## config.mk

```make
export PLATFORM = sky130hd
export DESIGN_NAME = fp_ls_convert
export DESIGN_NICKNAME = d
export VERILOG_FILES = /design/src/rtl/fcv_pkg.sv /design/src/rtl/fcv_classify.sv /design/src/rtl/fcv_quiet.sv /design/src/rtl/fcv_widen.sv /design/src/rtl/fcv_narrow.sv /design/src/rtl/fp_ls_convert.sv
export SDC_FILE = /design/constraint.sdc
export NUM_CORES = 1
export LEC_CHECK = 0
export ABC_AREA = 1
export BUFFER_PORTS_ARGS = -buffer_cell sky130_fd_sc_hd__buf_4
export CAP_MARGIN = 10
export CORE_MARGIN = 4
export CORE_UTILIZATION = 62
export DETAILED_ROUTE_END_ITERATION = 10
export PLACE_DENSITY = 0.87
export SLEW_MARGIN = 20
export SYNTH_ARGS = -nofsm -noshare
export SYNTH_HDL_FRONTEND = slang
export SYNTH_SLANG_ARGS = --single-unit
```

## constraint.sdc

```tcl
create_clock -name clk -period 27.9 [get_ports clk]
set_clock_uncertainty 0.1 [all_clocks]
set_input_delay 5.58 -clock clk [delete_from_list [all_inputs] [get_ports clk]]
set_output_delay 5.58 -clock clk [all_outputs]
set_load 0.01 [all_outputs]
```

## src/rtl/fcv_pkg.sv

```systemverilog
package fcv_pkg;

   typedef enum logic [1:0] {
      OP_MOVE   = 2'b00,
      OP_WIDEN  = 2'b01,
      OP_NARROW = 2'b10,
      OP_MOVE2  = 2'b11
   } fcv_op_e;

   typedef enum logic [1:0] {
      CLS_ZN   = 2'b00,
      CLS_SUB  = 2'b01,
      CLS_INF  = 2'b10,
      CLS_NAN  = 2'b11
   } fcv_cls_e;

endpackage

```

## src/rtl/fcv_classify.sv

```systemverilog
module fcv_classify
   import fcv_pkg::*;
#(
   parameter int EXP_W     = 8,
   parameter int FRAC_W    = 23,
   parameter bit QUIET_ONE = 1'b1
) (
   input  logic [EXP_W+FRAC_W:0] word_i,
   output fcv_cls_e              cls_o,
   output logic                  snan_o
);

   logic [EXP_W-1:0]  exp_f;
   logic [FRAC_W-1:0] frac_f;
   logic              exp_ones;
   logic              exp_zero;
   logic              frac_nz;
   logic              sig_pol;

   assign exp_f    = word_i[EXP_W+FRAC_W-1 -: EXP_W];
   assign frac_f   = word_i[FRAC_W-1:0];
   assign exp_ones = &exp_f;
   assign exp_zero = ~|exp_f;
   assign frac_nz  = |frac_f;

   generate
      if (QUIET_ONE) begin : g_q1
         assign sig_pol = ~frac_f[FRAC_W-1];
      end else begin : g_q0
         assign sig_pol = frac_f[FRAC_W-1];
      end
   endgenerate

   always_comb begin
      if (exp_ones)
         cls_o = frac_nz ? CLS_NAN : CLS_INF;
      else if (exp_zero && frac_nz)
         cls_o = CLS_SUB;
      else
         cls_o = CLS_ZN;
   end

   assign snan_o = exp_ones & frac_nz & sig_pol;

endmodule

```

## src/rtl/fcv_quiet.sv

```systemverilog
module fcv_quiet #(
   parameter int FRAC_W    = 23,
   parameter bit QUIET_ONE = 1'b1
) (
   input  logic [FRAC_W-1:0] frac_i,
   input  logic              en_i,
   output logic [FRAC_W-1:0] frac_o
);

   generate
      if (QUIET_ONE) begin : g_set
         assign frac_o = en_i ? {1'b1, frac_i[FRAC_W-2:0]} : frac_i;
      end else begin : g_clr
         logic rest_nz;
         assign rest_nz = |frac_i[FRAC_W-2:0];
         assign frac_o  = !en_i  ? frac_i :
                          rest_nz ? {1'b0, frac_i[FRAC_W-2:0]} :
                                    {2'b01, {(FRAC_W-2){1'b0}}};
      end
   endgenerate

endmodule

```

## src/rtl/fcv_widen.sv

```systemverilog
module fcv_widen #(
   parameter int SP_EXP_W  = 8,
   parameter int SP_FRAC_W = 23,
   parameter int DP_EXP_W  = 11,
   parameter int DP_FRAC_W = 52,
   parameter bit QUIET_ONE = 1'b1
) (
   input  logic [SP_EXP_W+SP_FRAC_W:0] sp_i,
   input  logic                        snan_i,
   output logic [DP_EXP_W+DP_FRAC_W:0] dp_o
);

   localparam int SP_BIAS   = (1 << (SP_EXP_W - 1)) - 1;
   localparam int DP_BIAS   = (1 << (DP_EXP_W - 1)) - 1;
   localparam int BIAS_DIFF = DP_BIAS - SP_BIAS;
   localparam int PAD_W     = DP_FRAC_W - SP_FRAC_W;
   localparam int LZ_W      = $clog2(SP_FRAC_W + 1);

   logic                 sgn;
   logic [SP_EXP_W-1:0]  e_s;
   logic [SP_FRAC_W-1:0] f_s;
   logic [LZ_W-1:0]      lz;
   logic                 seen;
   logic [SP_FRAC_W-1:0] f_norm;
   logic [DP_EXP_W-1:0]  e_d;
   logic [DP_FRAC_W-1:0] f_wide;
   logic [DP_FRAC_W-1:0] f_q;

   assign sgn = sp_i[SP_EXP_W+SP_FRAC_W];
   assign e_s = sp_i[SP_EXP_W+SP_FRAC_W-1 -: SP_EXP_W];
   assign f_s = sp_i[SP_FRAC_W-1:0];

   // leading-zero count of the single fraction
   always_comb begin
      lz   = '0;
      seen = 1'b0;
      for (int i = SP_FRAC_W - 1; i >= 0; i--) begin
         if (!seen) begin
            if (f_s[i]) seen = 1'b1;
            else        lz   = lz + LZ_W'(1);
         end
      end
   end

   assign f_norm = f_s << (lz + LZ_W'(1));

   always_comb begin
      if (&e_s) begin
         e_d    = '1;
         f_wide = {f_s, {PAD_W{1'b0}}};
      end else if (e_s == '0) begin
         if (f_s == '0) begin
            e_d    = '0;
            f_wide = '0;
         end else begin
            e_d    = DP_EXP_W'(BIAS_DIFF) - DP_EXP_W'(lz);
            f_wide = {f_norm, {PAD_W{1'b0}}};
         end
      end else begin
         e_d    = DP_EXP_W'(e_s) + DP_EXP_W'(BIAS_DIFF);
         f_wide = {f_s, {PAD_W{1'b0}}};
      end
   end

   fcv_quiet #(.FRAC_W(DP_FRAC_W), .QUIET_ONE(QUIET_ONE)) i_quiet (
      .frac_i (f_wide),
      .en_i   (snan_i),
      .frac_o (f_q)
   );

   assign dp_o = {sgn, e_d, f_q};

   // a normalized subnormal never lands on a reserved double exponent
   always_comb begin
      if (e_s == '0 && f_s != '0)
         AST_SUB_EXP_RANGE: assert (e_d != '0 && e_d != '1);
   end

endmodule

```

## src/rtl/fcv_narrow.sv

```systemverilog
module fcv_narrow #(
   parameter int SP_EXP_W  = 8,
   parameter int SP_FRAC_W = 23,
   parameter int DP_EXP_W  = 11,
   parameter int DP_FRAC_W = 52,
   parameter bit QUIET_ONE = 1'b1
) (
   input  logic [DP_EXP_W+DP_FRAC_W:0] dp_i,
   input  logic                        snan_i,
   output logic [SP_EXP_W+SP_FRAC_W:0] sp_o
);

   localparam int SP_BIAS   = (1 << (SP_EXP_W - 1)) - 1;
   localparam int DP_BIAS   = (1 << (DP_EXP_W - 1)) - 1;
   localparam int BIAS_DIFF = DP_BIAS - SP_BIAS;
   localparam int PAD_W     = DP_FRAC_W - SP_FRAC_W;
   localparam int SP_EMAX   = (1 << SP_EXP_W) - 1;
   localparam int NORM_LO   = BIAS_DIFF + 1;
   localparam int NORM_HI   = BIAS_DIFF + SP_EMAX - 1;
   localparam int SUB_LO    = BIAS_DIFF - SP_FRAC_W + 1;
   localparam int SH_W      = $clog2(SP_FRAC_W + 2);

   logic                 sgn;
   logic [DP_EXP_W-1:0]  e_d;
   logic [DP_FRAC_W-1:0] f_d;
   logic [DP_FRAC_W-1:0] f_q;
   logic [SP_FRAC_W-1:0] f_top;
   logic                 low_nz;
   logic [SP_FRAC_W:0]   mant;
   logic [SP_FRAC_W:0]   mant_sh;
   logic [SH_W-1:0]      sh;
   logic [SP_EXP_W-1:0]  e_s;
   logic [SP_FRAC_W-1:0] f_s;
   int                   e_int;

   assign sgn   = dp_i[DP_EXP_W+DP_FRAC_W];
   assign e_d   = dp_i[DP_EXP_W+DP_FRAC_W-1 -: DP_EXP_W];
   assign f_d   = dp_i[DP_FRAC_W-1:0];
   assign e_int = int'(e_d);

   fcv_quiet #(.FRAC_W(DP_FRAC_W), .QUIET_ONE(QUIET_ONE)) i_quiet (
      .frac_i (f_d),
      .en_i   (snan_i),
      .frac_o (f_q)
   );

   assign f_top  = f_q[DP_FRAC_W-1 -: SP_FRAC_W];
   assign low_nz = |f_q[PAD_W-1:0];
   assign mant   = {1'b1, f_top};

   always_comb begin
      e_s     = '0;
      f_s     = '0;
      sh      = '0;
      mant_sh = '0;
      if (&e_d) begin
         e_s = '1;
         // keep a NaN a NaN when its payload lived only in the dropped bits
         f_s = (f_top == '0 && low_nz) ? {2'b01, {(SP_FRAC_W-2){1'b0}}} : f_top;
      end else if (e_int >= NORM_LO && e_int <= NORM_HI) begin
         e_s = SP_EXP_W'(e_int - BIAS_DIFF);
         f_s = f_top;
      end else if (e_int > NORM_HI) begin
         e_s = '1;
      end else if (e_int >= SUB_LO) begin
         sh      = SH_W'(NORM_LO - e_int);
         mant_sh = mant >> sh;
         f_s     = mant_sh[SP_FRAC_W-1:0];
      end
   end

   assign sp_o = {sgn, e_s, f_s};

endmodule

```

## src/rtl/fp_ls_convert.sv

```systemverilog
module fp_ls_convert
   import fcv_pkg::*;
#(
   parameter int SP_EXP_W  = 8,
   parameter int SP_FRAC_W = 23,
   parameter int DP_EXP_W  = 11,
   parameter int DP_FRAC_W = 52,
   parameter bit QUIET_ONE = 1'b1
) (
   input  logic                         clk,
   input  logic                         rst_n,
   input  logic                         in_valid,
   output logic                         in_ready,
   input  logic [1:0]                   in_op,
   input  logic [DP_EXP_W+DP_FRAC_W:0]  in_data,
   input  logic                         flag_clr,
   output logic                         out_valid,
   input  logic                         out_ready,
   output logic [DP_EXP_W+DP_FRAC_W:0]  out_data,
   output logic [1:0]                   out_class,
   output logic                         out_snan,
   output logic                         flag_invalid
);

   localparam int SP_W = 1 + SP_EXP_W + SP_FRAC_W;
   localparam int DP_W = 1 + DP_EXP_W + DP_FRAC_W;

   // elaboration-time parameter checks
   generate
      if (DP_EXP_W <= SP_EXP_W) begin : g_bad_exp
         $error("double exponent must be wider than single exponent");
      end
      if (DP_FRAC_W <= SP_FRAC_W) begin : g_bad_frac
         $error("double fraction must be wider than single fraction");
      end
      if (SP_FRAC_W < 3 || SP_EXP_W < 2) begin : g_bad_small
         $error("single format too narrow");
      end
   endgenerate

   fcv_op_e             op;
   logic                accept;
   logic [SP_W-1:0]     sp_word;
   fcv_cls_e            cls_sp;
   fcv_cls_e            cls_dp;
   logic                snan_sp;
   logic                snan_dp;
   logic [DP_W-1:0]     widened;
   logic [SP_W-1:0]     narrowed;
   logic [DP_W-1:0]     res_d;
   fcv_cls_e            cls_d;
   logic                snan_d;
   logic                raise;
   fcv_op_e             out_op;

   assign op       = fcv_op_e'(in_op);
   assign sp_word  = in_data[SP_W-1:0];
   assign in_ready = !out_valid || out_ready;
   assign accept   = in_valid && in_ready;

   fcv_classify #(.EXP_W(SP_EXP_W), .FRAC_W(SP_FRAC_W), .QUIET_ONE(QUIET_ONE)) i_cls_sp (
      .word_i (sp_word),
      .cls_o  (cls_sp),
      .snan_o (snan_sp)
   );

   fcv_classify #(.EXP_W(DP_EXP_W), .FRAC_W(DP_FRAC_W), .QUIET_ONE(QUIET_ONE)) i_cls_dp (
      .word_i (in_data),
      .cls_o  (cls_dp),
      .snan_o (snan_dp)
   );

   fcv_widen #(
      .SP_EXP_W (SP_EXP_W), .SP_FRAC_W (SP_FRAC_W),
      .DP_EXP_W (DP_EXP_W), .DP_FRAC_W (DP_FRAC_W),
      .QUIET_ONE(QUIET_ONE)
   ) i_widen (
      .sp_i   (sp_word),
      .snan_i (snan_sp),
      .dp_o   (widened)
   );

   fcv_narrow #(
      .SP_EXP_W (SP_EXP_W), .SP_FRAC_W (SP_FRAC_W),
      .DP_EXP_W (DP_EXP_W), .DP_FRAC_W (DP_FRAC_W),
      .QUIET_ONE(QUIET_ONE)
   ) i_narrow (
      .dp_i   (in_data),
      .snan_i (snan_dp),
      .sp_o   (narrowed)
   );

   always_comb begin
      unique case (op)
         OP_WIDEN: begin
            res_d  = widened;
            cls_d  = cls_sp;
            snan_d = snan_sp;
            raise  = snan_sp;
         end
         OP_NARROW: begin
            res_d  = {{(DP_W-SP_W){1'b0}}, narrowed};
            cls_d  = cls_dp;
            snan_d = snan_dp;
            raise  = snan_dp;
         end
         default: begin
            res_d  = {{(DP_W-SP_W){1'b0}}, sp_word};
            cls_d  = cls_sp;
            snan_d = snan_sp;
            raise  = 1'b0;
         end
      endcase
   end

   always_ff @(posedge clk) begin
      if (!rst_n) begin
         out_valid <= 1'b0;
         out_data  <= '0;
         out_class <= CLS_ZN;
         out_snan  <= 1'b0;
         out_op    <= OP_MOVE;
      end else if (accept) begin
         out_valid <= 1'b1;
         out_data  <= res_d;
         out_class <= cls_d;
         out_snan  <= snan_d;
         out_op    <= op;
      end else if (out_ready) begin
         out_valid <= 1'b0;
      end
   end

   always_ff @(posedge clk) begin
      if (!rst_n)
         flag_invalid <= 1'b0;
      else if (accept && raise)
         flag_invalid <= 1'b1;
      else if (flag_clr)
         flag_invalid <= 1'b0;
   end

   AST_RESULT_NEXT: assert property (@(posedge clk) disable iff (!rst_n)
      accept |=> out_valid);

   AST_OUT_HOLD: assert property (@(posedge clk) disable iff (!rst_n)
      out_valid && !out_ready |=> out_valid && $stable(out_data));

   AST_FLAG_STICKY: assert property (@(posedge clk) disable iff (!rst_n)
      flag_invalid && !flag_clr |=> flag_invalid);

   AST_MOVE_NO_FLAG: assert property (@(posedge clk) disable iff (!rst_n)
      accept && (op == OP_MOVE || op == OP_MOVE2) && !flag_invalid |=> !flag_invalid);

   AST_SNAN_CLASS: assert property (@(posedge clk) disable iff (!rst_n)
      out_snan |-> out_class == CLS_NAN);

   AST_WIDE_QUIET: assert property (@(posedge clk) disable iff (!rst_n)
      out_valid && out_op == OP_WIDEN && out_class == CLS_NAN
      |-> out_data[DP_FRAC_W-1] == QUIET_ONE);

   AST_NARROW_QUIET: assert property (@(posedge clk) disable iff (!rst_n)
      out_valid && out_op == OP_NARROW && out_class == CLS_NAN
      |-> out_data[SP_FRAC_W-1] == QUIET_ONE);

endmodule

```

==> results of run 1 <==
-- critical path: cells and delay by family --
kind | cells | cell delay (ns)
adder cells (fa/ha/maj) | 22 | 6.55
AO/OA/AOI/OAI | 27 | 3.99
AND/OR/NAND/NOR | 25 | 2.14
buffers and inverters | 15 | 1.61
-- cell type report --
cell class | count | area, um2 | area share
tap | 172 | 215 | 0.0229
clock buffer | 10 | 229 | 0.0243
timing repair buffer | 146 | 1100 | 0.116
multi-input combinational | 1098 | 5670 | 0.602
clock inverter | 6 | 63.8 | 0.00678
inverter | 207 | 778 | 0.0826
sequential | 68 | 1360 | 0.145
-- path summary, 6_finish.rpt --
kind                                                 from                        end  cells after the start
worst max-delay path                          in_data[21]  out_data[41]$_SDFFE_PN0P_                     89
worst min-delay path            out_data[38]$_SDFFE_PN0P_  out_data[38]$_SDFFE_PN0P_                      2
worst max register to register     out_valid$_SDFFE_PN0P_  out_data[59]$_SDFFE_PN0P_                      9
worst min register to register  out_data[38]$_SDFFE_PN0P_  out_data[38]$_SDFFE_PN0P_                      2
-- logic make-up (layout without fill, tap and decap cells) --
family / Yosys count / count (layout) / synth area share
AO/OA/AOI/OAI: 386 / 386 / 0.267
XOR/XNOR: 4 / 4 / 0.00432
adder cells (fa/ha/maj): 28 / 28 / 0.0432
buffers and inverters: 271 / 369 / 0.133
flip-flops: 68 / 68 / 0.168
multiplexers: 17 / 17 / 0.0210
AND/OR/NAND/NOR: 663 / 663 / 0.364
-- sequential cells by signal, indices dropped and copies added, names as in the netlist --
signal	count
out_data	63
flag_invalid	1
out_valid	1
out_snan	1
out_class	2
-- layer usage --
layer  up-vias  wire length (um)  track usage
li1       4985                 -            -
met1      4646             11500        0.471
met2       584             14100        0.655
met3       116              2590       0.0594
met4         0              1370        0.190
met5         -                 0            0
-- report_power, final --
group	switching (W)	total [W]	leakage [nW]	internal [W]
Clock	0.0000473	0.000117	0.139	0.0000692
Combinational	0.0000826	0.000126	4.01	0.0000435
Sequential	0.00000304	0.000105	0.556	0.000102
Total	0.000133	0.000348	4.70	0.000215
-- through the flow --
step	hold WS, ns	setup WS (ns)
floorplan	0.390	10.18
detailed placement	0.361	8.06
global placement	0.354	8.79
CTS	0.370	8.35
global route	0.390	6.76
finish	0.370	8.16
-- placed cells by master, fill, tap and decap left out, drive strengths merged --
cell      netlist  routed
o32ai           1       1
nor4            3       3
a21oi         126     126
o221ai         16      16
clkinvlp        0       2
nor3           17      17
buf            13     146
nand3          83      83
a221oi          2       2
ha             28      28
dfxtp          68      68
a21boi          1       1
clkinv          9      11
a31oi           4       4
nand2         422     422
clkbuf         51      10
xor2            4       4
nand3b          7       7
nand4          23      23
o22ai          27      27
nor2          105     105
a21o            1       1
mux2i          17      17
bufinv          0       1
o211ai         34      34
nor3b           2       2
o21a            1       1
or2             1       1
o21ai         167     167
a22oi           6       6
inv           198     199
==> results.toml, run 1 <==
[clock_network]
cts_max_level = 3
clock-root-buffer = "clkbuf_16"
clock-sinks = 68
cts_buffer_depth = 2
tritoncts = "done"
ctsHoldBuffers = 0
clk_latency_ns = 0.34
clk_pin_slew_worst_paths_ns = 0.06
cts_made_buffers = 9
post_cts_buffers = 0
cts_resized = 0

[synth]
yosys-top-cells-area = "nand2_1 18%, dfxtp_1 17%, o21ai_0 8.9%"
async_flop_share = 0
synth_nets = 1536
yosys-top-cells-count = "398 x nand2_1, 180 x inv_1, 144 x o21ai_0, 125 x a21oi_1, 85 x nor2_1"
synth_cell_types = 47
synth_area_um2 = 8110
yosysMostFrequentCell = "nand2_1"
syn_avg_cell_area_um2 = 5.64
synth_edf_count = 0
synthCells = 1437
ys_warn_count = 0
synth-seq-cells = 68
yosysSeqAreaShare = 0.168
synth_top_area_frac = 0.184
ys.flop_type = "dfxtp_1"
yosysTopAreaCell = "nand2_1"

[pwr]
peakVddDrop_mv = 0.0338
p_leak_nw = 4.70
p_total_w = 0.000348
p_per_area_nw_per_um2 = 36.9

[timing]
final_hold_viol_count = 0
finalSetupTns_ns = 0
max_clock_freq_mhz = 50.6
worst_pin_slew_ns = 1.11
slew_viol_final = 0
relSlewSlack = 0.259
min_period_ns = 19.74
rsz0062_at_grt = "no"
setup_viol = 0
period_share = 0.708

[routing]
route.vias.total = 10300
first_pass_iters = 6
drt-initial-drc-count = 1128
wirelength_mm = 29.5
wl_per_cell_um = 17.3
antenna_left = 0
drcViolationCount = 0
avgViaCountPerCell = 6.05

[critical_path]
cp_common_cell = "ha_1"
r2r_slack_ns = 24.62
cp.arrival_ns = 19.89
required_ns = 28.05
startpoint_type = "input pin"
end_kind = "flop"
cp_slowest_stage_delay_ns = 0.74
critPathMaxFanout = 24
critPathSlowestCell = "ha_1"
path_class = "input pin to flop"

[finish]
fin_nets = 1629
area_delta_synth_final_pct = 16.2
insertedDiodeCount = 0
fin_cells = 1707
final_util = 0.740
nFillCells = 1108
fin_area_um2 = 9420
drive_gt1_frac = 0.154

[floorplan]
core_um2 = 12700
initial_utilization = 0.637
fp.dieArea_um2 = 15000
die_w_um = 122
fp.dieH_um = 122
ios = 141
placementRows = 41

[placed_design]
placed_cell_area_um2 = 9120
dp_hpwl_mm = 22.5
placed_cells = 1691
port_buffers = 140
gp_congestion = 1.00

[flow_run]
max_cap_violations = 0

[global_route]
grt_usage = 0.384
grt-ovfl-total = 0
grt_max_degree = 66
grt_antenna_before_repair = 0
grt_pass1_vias = 9753
grt_pass1_wl_mm = 46.5

[hold_path]
hold_path_class = "flop to flop"

[run_status]
status = "finished clean"
No activity file was read; power rests on OpenSTA's default activity.
==> run 2, diff against run 1 <==
- ABC_AREA: 1 -> 0
- CORE_UTILIZATION: 62 -> 59
- PLACE_DENSITY: 0.87 -> 0.83
- clock period: 27.9 -> 18.2 ns (I/O delays scaled with it)
==> run 2 against run 1 <==
Effect of this change: core utilization grew 3.0 points; clock-buffer cell count up 4; setup slack lost 7.7 ns; final cell count decreased by 12%; largest power group unchanged.
==> results.toml, run 2 <==
[run_status]
status = "finished clean"

[timing]
final_hold_viol_count = 0
rsz0062_at_grt = "yes"
relSlewSlack = 0.158
min_period_ns = 17.76
slew_viol_final = 0
worst_pin_slew_ns = 1.25
setup_viol = 0
finalSetupTns_ns = 0
period_share = 0.976
max_clock_freq_mhz = 56.3

[critical_path]
required_ns = 18.33
path_class = "input pin to flop"
crit_path_end = "out_data[50]$_SDFFE_PN0P_"
critPathSlowestCell = "mux2i_1"
end_kind = "flop"
r2r_slack_ns = 15.25
r2r_start = "out_valid$_SDFFE_PN0P_"
cp_common_cell = "ha_4"
cp.arrival_ns = 17.90
reg2reg_to = "out_data[29]$_SDFFE_PN0P_"
crit_start = "in_data[22]"
ff2ff_path_depth = 9
critPathMaxFanout = 7
startpoint_type = "input pin"
cp_slowest_stage_delay_ns = 0.44

[global_route]
grt_pass1_vias = 9259
grt_antenna_before_repair = 0
grt_pass1_wl_mm = 48.7
grt-ovfl-total = 0
grt_max_degree = 71
grt_usage = 0.370

[clock_network]
cts_buffer_depth = 2
cts_made_buffers = 9
clk_latency_ns = 0.35
clock-sinks = 68
cts_max_level = 3
tritoncts = "done"
ctsHoldBuffers = 0
clock-root-buffer = "clkbuf_16"
clk_pin_slew_worst_paths_ns = 0.05

[synth]
yosysSeqAreaShare = 0.161
synth-seq-cells = 68
yosysMostFrequentCell = "nand2_1"
yosys-top-cells-count = "137 x nand2_1, 125 x nor2_1, 97 x o21ai_0, 94 x a21oi_1"
ys.flop_type = "dfxtp_1"
synth_nets = 1281
synth_edf_count = 0
syn_avg_cell_area_um2 = 7.14
async_flop_share = 0
synthCells = 1182
synth_area_um2 = 8440
yosysTopAreaCell = "dfxtp_1"
synth_cell_types = 88
ys_warn_count = 0
yosys-top-cells-area = "dfxtp_1 16%, mux2i_1 8.3%, nand2_1 6.1%"
synth_top_area_frac = 0.161

[pwr]
swShare = 0.361
p_int_w = 0.000371
clockPowerShare = 0.318
power.switching_w = 0.000210
p_seq_frac = 0.276
comb_power_share = 0.406
peakVddDrop_mv = 0.0432
p_per_area_nw_per_um2 = 54.2
p_leak_nw = 4.39

[floorplan]
die_w_um = 128
fp.dieH_um = 128
core_um2 = 13900
initial_utilization = 0.605
placementRows = 43
ios = 141
fp.dieArea_um2 = 16300

[finish]
largest-register = "out_data"
drive_gt1_frac = 0.265
layout_common_cells = "198 x buf_4, 131 x nand2_1, 120 x nor2_1"
fin_nets = 1414
final_util = 0.770
fin_area_um2 = 10700
final_common_cell = "buf_4"
reg_top3 = "out_data x63, out_class x2"
area_delta_synth_final_pct = 27.2
largest_reg_flops = 63
nFillCells = 1054
insertedDiodeCount = 0

[routing]
route.vias.total = 10300
drt-initial-drc-count = 1332
drcViolationCount = 0
antenna_left = 0
first_pass_iters = 6
wl_per_cell_um = 22.1
wirelength_mm = 33.1
avgViaCountPerCell = 6.90

[placed_design]
gp_congestion = 0.979
port_buffers = 140
dp_hpwl_mm = 23.4
placed_cell_area_um2 = 9740

[hold_path]
hold_path_class = "flop to flop"

[flow_run]
max_cap_violations = 0
-- run 2: cell types whose count changed after synthesis, moves of 24 or more --
cell / delta
nand2_1: -261
inv_1: -155
mux2i_1: +53
nand3_1: -49
o21ai_0: -47
nor2_1: +40
a21oi_1: -31
nor2b_1: +24
xnor2_1: +24
-- run 2: cells by family after synthesis --
family	count (synthesis)	share of synthesized area
and+or+nand+nor	468	0.275
muxes	88	0.114
adders and majority gates	33	0.0475
DFF	68	0.161
xor gates and xnor gates	47	0.0702
buffers and inverters	112	0.0553
AOI/OAI and AO/OA	366	0.276
-- run 2: power groups by stage --
stage	clock network [W]	logic, W	registers (W)
after floorplan	0	0.000126	0.000166
after global placement	0	0.000205	0.000163
after detailed placement	0	0.000207	0.000163
after CTS	0.000185	0.000209	0.000160
after global routing	0.000191	0.000251	0.000161
final	0.000185	0.000236	0.000160
-- run 2: how the worst min path moves through the flow --
stage,from,to,slack [ns],depth (start not counted)
5_1_grt,out_class[1]$_SDFFE_PN0P_,out_class[1]$_SDFFE_PN0P_,0.37,2
3_5_place_dp,out_class[1]$_SDFFE_PN0P_,out_class[1]$_SDFFE_PN0P_,0.35,2
4_1_cts,out_class[1]$_SDFFE_PN0P_,out_class[1]$_SDFFE_PN0P_,0.35,2
2_1_floorplan,out_class[1]$_SDFFE_PN0P_,out_class[1]$_SDFFE_PN0P_,0.38,2
3_3_place_gp,out_class[0]$_SDFFE_PN0P_,out_class[0]$_SDFFE_PN0P_,0.34,2
6_report,out_class[1]$_SDFFE_PN0P_,out_class[1]$_SDFFE_PN0P_,0.35,2
-- run 2: timing repair --
item	4_1_cts	5_1_grt
gates cloned	1	2
buffers inserted	5	11
endpoints found under the setup margin	23	30
resized for setup	7	94
pin swaps	2	56
-- run 2: final cells by class --
class,instances,area [um2],area share
Clock buffer,14,274,0.0255
Clock inverter,1,30.0,0.00280
Inverter,25,96.3,0.00898
Multi-Input combinational cell,1003,7090,0.661
Sequential cell,68,1360,0.127
Tap cell,180,225,0.0210
Timing Repair Buffer,208,1650,0.154
-- run 2: worst max-delay path: cells and delay by family --
| family | cells | cell delay, ns |
|---|---|---|
| multiplexers | 10 | 2.32 |
| AO/OA/AOI/OAI | 24 | 3.49 |
| AND/OR/NAND/NOR | 17 | 1.78 |
| XOR/XNOR | 1 | 0.29 |
| adder cells (fa/ha/maj) | 21 | 5.71 |
| buffers and inverters | 5 | 0.61 |
-- run 2: through the flow --
| step | setup WS (ns) | total power (W) | hold WS (ns) | std cells |
|---|---|---|---|---|
| finish | 0.435 | 0.000581 | 0.352 | 1499 |
| global route | -0.196 | 0.000603 | 0.370 | 1499 |
| CTS | -0.0116 | 0.000554 | 0.354 | 1486 |
| detailed placement | -0.636 | 0.000370 | 0.348 | 1465 |
| global placement | 0.0419 | 0.000368 | 0.342 | 1465 |
| floorplan | 0.0106 | 0.000291 | 0.376 | 1182 |
-- run 2: layer usage --
metal | up-vias | part of all wire | track usage
li1 | 4623 | - | -
met1 | 4782 | 0.38 | 0.478
met2 | 729 | 0.46 | 0.609
met3 | 203 | 0.10 | 0.0640
met4 | 0 | 0.057 | 0.155
met5 | - | 0 | 0
==> run 3, diff against run 2 <==
- BUFFER_PORTS_ARGS: -buffer_cell sky130_fd_sc_hd__buf_4 -> -buffer_cell sky130_fd_sc_hd__buf_2
- CORE_UTILIZATION: 59 -> 60
- CTS_BUF_LIST: unset -> sky130_fd_sc_hd__clkbuf_8
- PLACE_DENSITY: 0.83 -> 0.84
==> run 3 against run 2 <==
Effect of this change: non-clock buffer count grew 23; final cell count rose by 1.5%; sequential power about the same; first-iteration DRC count grew 10%; total power fell by 11%; hold slack improved by 0.0051 ns; largest cell class unchanged; largest power group unchanged; highest routed layer unchanged.
==> results.toml, run 3 (synthesized netlist as in run 2, its figures left out) <==
[routing]
route.vias.total = 10300
drcViolationCount = 0
wl_per_cell_um = 21.1
avgViaCountPerCell = 6.74
wirelength_mm = 32.1
drt-initial-drc-count = 1467
antenna_left = 0
first_pass_iters = 9

[hold_path]
hp-start = "out_data[56]$_SDFFE_PN0P_"
hold_depth = 2
hold_path_class = "flop to flop"
holdPathEnd = "out_data[56]$_SDFFE_PN0P_"

[clock_network]
cts_max_level = 3
clock-root-buffer = "clkbuf_8"
tritoncts = "done"
clk_latency_ns = 0.37
clk_pin_slew_worst_paths_ns = 0.08
cts_made_buffers = 9
cts_buffer_depth = 2
ctsHoldBuffers = 0
clock-sinks = 68

[critical_path]
cp_slowest_stage_delay_ns = 0.37
cp.arrival_ns = 18.20
required_ns = 18.36
path_class = "input pin to flop"
r2r_slack_ns = 15.35
critPathSlowestCell = "ha_1"
ff2ff_path_depth = 9
r2r_start = "out_valid$_SDFFE_PN0P_"
end_kind = "flop"
critPathMaxFanout = 6
cp_common_cell = "ha_1"
startpoint_type = "input pin"
reg2reg_to = "out_data[29]$_SDFFE_PN0P_"

[floorplan]
fp.dieArea_um2 = 16000
initial_utilization = 0.610
placementRows = 43
fp.dieH_um = 127
die_w_um = 127
core_um2 = 13800
ios = 141

[global_route]
use_met1 = 0.466
grt_pass1_vias = 9174
use_met3 = 0.0682
grt_usage = 0.369
grt-ovfl-total = 0
grt_pass1_wl_mm = 47.8
busiest_layer = "met2"
grt_max_degree = 71
grt_antenna_before_repair = 0
use_met2 = 0.606

[placed_design]
port_buffers = 140
dp_hpwl_mm = 23.2
placed_cell_area_um2 = 9470
dpl_worst_slack_ns = -0.695
gp_congestion = 1.00

[pwr]
p_int_w = 0.000311
clockPowerShare = 0.249
p_per_area_nw_per_um2 = 50.1
comb_power_share = 0.441
peakVddDrop_mv = 0.0433
p_leak_nw = 4.36
p_total_w = 0.000516
power.switching_w = 0.000206
p_seq_frac = 0.310
swShare = 0.398

[finish]
layout_common_cells = "138 x buf_2, 132 x nand2_1, 118 x nor2_1"
fin_area_um2 = 10300
largest-register = "out_data"
insertedDiodeCount = 0
area_delta_synth_final_pct = 22.1
nFillCells = 1129
drive_gt1_frac = 0.271
fin_nets = 1436
final_common_cell = "buf_2"
reg_top3 = "out_data x63, out_class x2"
final_util = 0.745
largest_reg_flops = 63

[timing]
relSlewSlack = 0.269
min_period_ns = 18.03
finalWorstSetupSlack_ns = 0.167
final_hold_viol_count = 0
slew_viol_final = 0
setup_viol = 0
worst_pin_slew_ns = 1.09
finalSetupTns_ns = 0
period_share = 0.991
max_clock_freq_mhz = 55.5

[run_status]
status = "finished clean"

[flow_run]
max_cap_violations = 0
## run 3: cell count changes in the layout (fill, tap and decap cells not counted), sizes merged, moves of 2 or more
| cell | previous run | this run |
|---|---|---|
| buf | 207 | 229 |
| clkbuf | 15 | 10 |
| clkinvlp | 0 | 2 |
| inv | 24 | 27 |
## run 3: timing repair
action | 4_1_cts | 5_1_grt
buffers inserted | 3 | 27
cloned | 1 | 1
resized for setup | 13 | 73
pin swaps | 3 | 58
setup endpoints to repair | 23 | 30
## run 3: metal layers
metal  vias to the layer above  share of wire  wire, um
met5                         -              0         0
met4                         0          0.056      1800
met3                       151          0.096      3090
met2                       662           0.47     14900
met1                      4778           0.38     12200
li1                       4664              -         -
## run 3: per-stage QoR
stage	hold WS (ns)	cells
after floorplan	0.376	1182
after global placement	0.342	1474
after detailed placement	0.347	1474
after CTS	0.358	1494
after global routing	0.375	1522
final	0.357	1522
## run 3: worst max path at each step
stage / to / depth (start not counted) / slack (ns) / from
after floorplan: out_data[50]$_SDFFE_PN0P_ / 81 / 0.01 / in_data[22]
after global placement: out_data[50]$_SDFFE_PN0P_ / 80 / 0.05 / in_data[21]
after detailed placement: out_data[48]$_SDFFE_PN0P_ / 79 / -0.70 / in_data[21]
after CTS: out_data[30]$_SDFFE_PN0P_ / 83 / 0.009 / in_data[21]
after global routing: out_data[49]$_SDFFE_PN0P_ / 83 / -0.36 / in_data[21]
final: out_data[46]$_SDFFE_PN0P_ / 84 / 0.17 / in_data[21]
## run 3: worst max-delay path, delay by kind of cell
kind            cells  cell delay (ns)
compound gates     27             3.65
fa+ha+maj          21             5.93
xor+xnor            1             0.18
simple gates       17             1.65
buf+inv             7             0.72
mux                11             2.35
## run 3: power groups by stage
stage / clock (W) / combinational [W] / sequential [W]
finish: 0.000129 / 0.000228 / 0.000160
global route: 0.000133 / 0.000245 / 0.000161
CTS: 0.000128 / 0.000204 / 0.000160
detailed placement: 0 / 0.000201 / 0.000163
global placement: 0 / 0.000199 / 0.000163
floorplan: 0 / 0.000126 / 0.000166
## run 3: layout make-up
type	instances	area, um2	area share
Clock buffer	9	124	0.0120
Sequential cell	68	1360	0.132
Tap cell	180	225	0.0219
Multi-Input combinational cell	1002	6950	0.674
Inverter	25	98.8	0.00959
Timing Repair Buffer	231	1480	0.144
Clock inverter	7	67.6	0.00656
